### src/rtl/segres_pkg.sv
package segres_pkg;
  localparam int NUM_SEG = 6;
  localparam int IDX_CS = 0;
  localparam int IDX_DS = 1;
  localparam int IDX_ES = 2;
  localparam int IDX_FS = 3;
  localparam int IDX_GS = 4;
  localparam int IDX_SS = 5;

  typedef struct packed {
    logic clr;
    logic ovrLd;
    logic defLd;
  } segres_strb_t;
endpackage

### src/rtl/segres_ctrl.sv
module segres_ctrl
  import segres_pkg::*;
(
  input  logic               clk,
  input  logic               rstN,
  input  logic               instrEnd,
  input  logic               prefixEnd,
  input  logic [NUM_SEG-1:0] ovrSet,
  input  logic               ssDefSet,
  input  logic               multiOvr,
  output segres_strb_t       strb,
  output logic               haltQ,
  output logic               clrDoneQ
);
  always_comb begin
    strb.clr   = instrEnd & ~prefixEnd;
    strb.ovrLd = |ovrSet;
    strb.defLd = ssDefSet;
  end

  always_ff @(posedge clk or negedge rstN) begin
    if (!rstN) begin
      haltQ    <= 1'b0;
      clrDoneQ <= 1'b0;
    end else begin
      haltQ    <= haltQ | multiOvr;
      clrDoneQ <= strb.clr;
    end
  end

  AST_CLR_PULSE: assert property (@(posedge clk) disable iff (!rstN)
    clrDoneQ |-> $past(instrEnd && !prefixEnd));
  AST_HALT_STICKY: assert property (@(posedge clk) disable iff (!rstN)
    haltQ |=> haltQ);
endmodule

### src/rtl/segres_dp.sv
module segres_dp
  import segres_pkg::*;
#(
  parameter int SEG_W  = 16,
  parameter int OFF_W  = 16,
  parameter int ADDR_W = 20,
  parameter int SHIFT  = 4
) (
  input  logic                            clk,
  input  logic                            rstN,
  input  segres_strb_t                    strb,
  input  logic [NUM_SEG-1:0]              ovrSet,
  input  logic [NUM_SEG-1:0][SEG_W-1:0]   segVals,
  input  logic [OFF_W-1:0]                offset,
  output logic [SEG_W-1:0]                segOut,
  output logic [ADDR_W-1:0]               physAddr,
  output logic                            multiOvr,
  output logic [NUM_SEG-1:0]              ovrQ,
  output logic                            defQ
);
  localparam int SH_W = SEG_W + SHIFT;

  logic [NUM_SEG-1:0] ovrBase;
  logic               defBase;
  logic [NUM_SEG-1:0][SEG_W-1:0] masked;
  logic [SEG_W-1:0]   ovrPick;
  logic [SH_W-1:0]    shifted;

  // Clear first, then OR in this cycle's sets.
  always_comb begin
    ovrBase = strb.clr ? '0 : ovrQ;
    defBase = strb.clr ? 1'b0 : defQ;
  end

  always_ff @(posedge clk or negedge rstN) begin
    if (!rstN) begin
      ovrQ <= '0;
      defQ <= 1'b0;
    end else begin
      ovrQ <= strb.ovrLd ? (ovrBase | ovrSet) : ovrBase;
      defQ <= defBase | strb.defLd;
    end
  end

  assign multiOvr = |(ovrQ & (ovrQ - NUM_SEG'(1)));

  for (genvar g = 0; g < NUM_SEG; g++) begin : gMask
    assign masked[g] = segVals[g] & {SEG_W{ovrQ[g]}};
  end

  always_comb begin
    ovrPick = '0;
    for (int i = 0; i < NUM_SEG; i++) ovrPick = ovrPick | masked[i];
  end

  always_comb begin
    if (multiOvr)           segOut = '0;
    else if (ovrQ != '0)    segOut = ovrPick;
    else if (defQ)          segOut = segVals[IDX_SS];
    else                    segOut = segVals[IDX_DS];
  end

  assign shifted  = {segOut, {SHIFT{1'b0}}};
  assign physAddr = ADDR_W'(shifted) + ADDR_W'(offset);

  AST_CLR_EMPTIES: assert property (@(posedge clk) disable iff (!rstN)
    (strb.clr && !strb.ovrLd && !strb.defLd) |=> (ovrQ == '0 && !defQ));
  AST_DS_DEFAULT: assert property (@(posedge clk) disable iff (!rstN)
    (ovrQ == '0 && !defQ) |-> segOut == segVals[IDX_DS]);
endmodule

### src/rtl/segres_top.sv
module segres_top
  import segres_pkg::*;
#(
  parameter int SEG_W  = 16,
  parameter int OFF_W  = 16,
  parameter int ADDR_W = 20,
  parameter int SHIFT  = 4
) (
  input  logic               clk,
  input  logic               rstN,
  input  logic [NUM_SEG-1:0] ovrSet,
  input  logic               ssDefSet,
  input  logic               instrEnd,
  input  logic               prefixEnd,
  input  logic [SEG_W-1:0]   segCs,
  input  logic [SEG_W-1:0]   segDs,
  input  logic [SEG_W-1:0]   segEs,
  input  logic [SEG_W-1:0]   segFs,
  input  logic [SEG_W-1:0]   segGs,
  input  logic [SEG_W-1:0]   segSs,
  input  logic [OFF_W-1:0]   offset,
  output logic [SEG_W-1:0]   segOut,
  output logic [ADDR_W-1:0]  physAddr,
  output logic               halt,
  output logic               clrDone
);
  segres_strb_t strb;
  logic multiOvr;
  logic defQ;
  logic [NUM_SEG-1:0] ovrQ;
  logic [NUM_SEG-1:0][SEG_W-1:0] segVals;

  always_comb begin
    segVals[IDX_CS] = segCs;
    segVals[IDX_DS] = segDs;
    segVals[IDX_ES] = segEs;
    segVals[IDX_FS] = segFs;
    segVals[IDX_GS] = segGs;
    segVals[IDX_SS] = segSs;
  end

  segres_ctrl u_ctrl (
    .clk(clk), .rstN(rstN), .instrEnd(instrEnd), .prefixEnd(prefixEnd),
    .ovrSet(ovrSet), .ssDefSet(ssDefSet), .multiOvr(multiOvr),
    .strb(strb), .haltQ(halt), .clrDoneQ(clrDone)
  );

  segres_dp #(.SEG_W(SEG_W), .OFF_W(OFF_W), .ADDR_W(ADDR_W), .SHIFT(SHIFT)) u_dp (
    .clk(clk), .rstN(rstN), .strb(strb), .ovrSet(ovrSet), .segVals(segVals),
    .offset(offset), .segOut(segOut), .physAddr(physAddr), .multiOvr(multiOvr),
    .ovrQ(ovrQ), .defQ(defQ)
  );

  AST_MULTI_HALTS: assert property (@(posedge clk) disable iff (!rstN)
    ($countones(ovrQ) > 1) |=> halt);
  AST_PREFIX_KEEPS: assert property (@(posedge clk) disable iff (!rstN)
    (instrEnd && prefixEnd) |=> ((ovrQ & $past(ovrQ)) == $past(ovrQ)));
endmodule

### config.mk
export PLATFORM = sky130hd
export DESIGN_NAME = segres_top
export DESIGN_NICKNAME = d
export VERILOG_FILES = /design/src/rtl/segres_pkg.sv /design/src/rtl/segres_ctrl.sv /design/src/rtl/segres_dp.sv /design/src/rtl/segres_top.sv
export SDC_FILE = /design/constraint.sdc
export NUM_CORES = 1
export LEC_CHECK = 0
export CAP_MARGIN = 20
export CORE_ASPECT_RATIO = 0.7
export CORE_MARGIN = 4
export CORE_UTILIZATION = 32
export CTS_CLUSTER_DIAMETER = 150
export DETAILED_ROUTE_END_ITERATION = 16
export PLACE_DENSITY_LB_ADDON = 0.1
export SETUP_SLACK_MARGIN = 0.5
export SKIP_CTS_REPAIR_TIMING = 1
export SLEW_MARGIN = 40
export SYNTH_ARGS = -nofsm -noshare
export SYNTH_HDL_FRONTEND = slang
export SYNTH_SLANG_ARGS = --single-unit
### constraint.sdc
create_clock -name clk -period 4.57 [get_ports clk]
set_input_delay 0.6855 -clock clk [delete_from_list [all_inputs] [get_ports clk]]
set_output_delay 0.6855 -clock clk [all_outputs]
set_load 0.005 [all_outputs]
==> results of run 1 <==
[synthesized netlist by cell type (4+ instances only)]
library cell	count	area, um^2
a22oi_1	25	188
clkbuf_1	14	52.6
nand2_1	14	52.6
a21o_1	12	90.1
a21oi_1	12	60.1
a221oi_1	12	105
a31oi_1	12	75.1
ha_1	12	150
mux2_2	12	135
a22o_1	11	96.3
dfrtp_1	9	225
xnor2_1	8	70.1
inv_1	7	26.3
nor2_1	7	26.3
o21ai_0	7	35.0
mux2i_1	5	50.1
buf_4	4	30.0
nand2b_1	4	25.0
[worst paths after layout]
| kind | slack, ns | endpoint | from |
|---|---|---|---|
| min reg2reg | 0.46 | u_ctrl.haltQ | u_ctrl.haltQ |
| min in group asynchronous | 0.74 | u_dp.ovrQ[2] | rstN |
| max | 0.35 | physAddr[14] | segDs[7] |
| max in group asynchronous | 3.55 | u_dp.ovrQ[4] | rstN |
| min | 0.46 | u_ctrl.haltQ | u_ctrl.haltQ |
| max reg2reg | 2.75 | u_ctrl.haltQ | u_dp.ovrQ[3] |
[cell families after synthesis]
group                    Yosys count  synth area share
AO/OA/AOI/OAI                    104             0.423
XOR/XNOR                          11            0.0534
adder cells (fa/ha/maj)           14            0.0999
buffers and inverters             29            0.0736
flip-flops                         9             0.125
multiplexers                      17             0.103
AND/OR/NAND/NOR                   42             0.123
[cell type report]
class,instances,area [um^2]
multi-input cells,188,1820
inverters,7,26.3
well taps,72,90.1
clock buffers,4,45.0
flip-flops and latches,9,225
repair buffers,192,1830
fillers,409,1310
[per-layer routing]
layer	GRT usage	up-vias	share of wire
met2	0.380	127	0.48
met5	0	-	0
met1	0.305	1226	0.41
li1	-	1238	-
met3	0.0532	7	0.098
met4	0.0445	0	0.0087
[state kept, by name, summed over array words and instances (netlist names)]
| register | flops |
|---|---|
| u_ctrl.clrDoneQ | 1 |
| u_dp.defQ | 1 |
| u_dp.ovrQ | 6 |
| u_ctrl.haltQ | 1 |
[power by group]
part	internal, W	switching (W)	leakage (nW)
logic	0.000159	0.0000954	1.60
clock network	0.0000609	0.0000325	0.0228
registers	0.0000844	0.00000753	0.0917
[metrics by stage]
step                total power, W  worst slack, ns
finish                    0.000440            0.347
global route              0.000462            0.143
CTS                       0.000418           -0.263
detailed placement        0.000323           -0.105
global placement          0.000321          -0.0341
floorplan                 0.000176            0.539
==> run summary, run 1 <==
The clock buffer count from CTS was 3; the cell area after placement was 3540 um^2. Cell at the slowest stage of the critical path: or4_1. The fraction of registers with async set or reset after synthesis is 1.00, and the clock-pin slew on the worst setup and hold paths is 0.04 ns. The finished cells cover 4040 um^2.

On the critical path the largest part of the delay comes from compound AO/OA/AOI/OAI gates. The worst path needs 4.22 ns of the cycle, external delays included. Data arrives at the worst endpoint at 3.54 ns.

Hold timing on the final database bottoms out at a slack of 0.459 ns. The run gives 0.228 as the global-route usage over all layers. Setup repair after global routing could not meet its margin everywhere.

The clock reaches the later pin of the worst-skew pair after 0.23 ns. The library cells used most frequently in the layout, excluding fill and tap cells, are clkdlybuf4s50_1 (140), buf_4 (39), a22oi_1 (25). The core area is 5340 um^2.

Summed over all cells, the static leakage comes to 1.71 nW. The share of the cycle needed by the critical path after routing was 0.924; the number of synthesized flops with an enable pin was 0. For this run, design rule violations remaining after detail routing come to 0. For this run the aggregate overflow at the end of global routing stands at 0. The repair_antennas step left the layout with diodes totalling 0. The run gives 537 as the number of nets in the final layout. The utilization after layout was 0.756. The final-report max-slew violation count is 0. The final weighted congestion of routability-driven global placement is 0.992, and the count of buffering cells on the critical path with inverters included is 3. The root buffer cell chosen for the clock tree is clkbuf_8. In this run, placement finished with an instance count of 459.

Entering global routing, the biggest net connects 19 pins. The number of I/O pins was 161. The critical path data required time is 3.88 ns, and the synthesis-stage register bit count is 9. Power spread over the standard cell area amounts to 109 nW/um^2. The maximum level of the CTS H-tree was 1. The register area share after synthesis is 0.125, and the logic depth of the worst register-to-register path is 5. Along the worst path, the maximum fanout reaches 2. The mean routed wirelength per cell is 19.2 um, and the final sum of negative setup slack is 0 ns. For this run, the leading register cell type out of synthesis is dfrtp_1. Via count of the first global-routing pass: 2552. At the pin with the least slew margin, the transition time is 0.609 ns. The width of the chip was 97.7 um; the total of warnings raised by yosys was 0. The run finished with clean final reports. Derived from the worst setup path, the maximum achievable clock frequency is 237 MHz. The stage delay of the slowest cell on the critical path is 0.57 ns, and the worst slew margin relative to its limit is 0.594. The library cell used most frequently in the layout, excluding fill and tap cells, is clkdlybuf4s50_1.

Between clock sinks in the finished design, the worst skew comes to 0.00144 ns. For the number of buffers between clock root and the deepest sink, the log shows 2. The logs give 362 for the synthesized net count and 0 for the number of setup violations in the final report. The count of endpoints failing hold in the final timing report was 0. The run gives 9.08 mm as the wire length reported by the detailed router. The count of cells in the finished layout, fillers not included, comes to 472. The clock drives 9 sinks. The worst-case IR drop observed on VDD is 175 uV.

The per-cell via count in the routed design is 5.50, and the first-pass GRT wire length is 12.9 mm. The tools report the number of antenna violations at the first check in global routing as 0. The tightest min-delay check is of the register to register type.

In this run, the number of DRC markers left after iteration 0 of detailed routing was 112. The share of cells above drive strength 1 was 0.295. The post-synthesis instance total was 226; the number of vias after detailed routing was 2598.

The number of optimization iterations in the first detailed-route pass was 4. Critical path class: primary input to output port. The worst hold path cell count was 1. The synthesized netlist occupies a cell area of 1800 um^2. The relative area change from synthesis to final layout came out at 124%. TritonCTS built the clock tree.

The area enclosed by the die boundary is 6920 um^2, and the mean instance size in the synthesized netlist is 7.98 um^2. The endpoint class of the critical path is an output port. The synthesized netlist contains 45 unique library cells. Max-cap violations in this run came to 0. The floorplan step set the die height to 70.8 um. The logs give 22 for the cell row count and 0 for the remaining antenna violation count. Traced cell by cell, the critical path runs through clkdlybuf4s50_1, a22o_1, a221oi_1, a31oi_2, ha_1, or4_1, o22ai_2, buf_4, o21bai_1, a21oi_1, xnor2_1, dlymetal6s2s_1. STA classifies the critical path startpoint as a primary input. The logs give 0.338 for the initial standard-cell utilization of the core and 7.05 mm for the placed wire-length estimate after detailed placement. Counting buffers and inverters, the worst setup path is 12 cells deep. The number of buffers inserted by port buffering came out at 152.
No activity file was read; power rests on OpenSTA's default activity.
==> run 2: changes to the inputs <==
--- a/config.mk
+++ b/config.mk
@@ -11,6 +11,7 @@
 export CORE_UTILIZATION = 32
 export CTS_CLUSTER_DIAMETER = 150
 export DETAILED_ROUTE_END_ITERATION = 16
+export HOLD_SLACK_MARGIN = 0.12
 export PLACE_DENSITY_LB_ADDON = 0.1
 export SETUP_SLACK_MARGIN = 0.5
 export SKIP_CTS_REPAIR_TIMING = 1
==> results of run 2 <==
Final layout, timing and power as in run 1 (identical DEF).
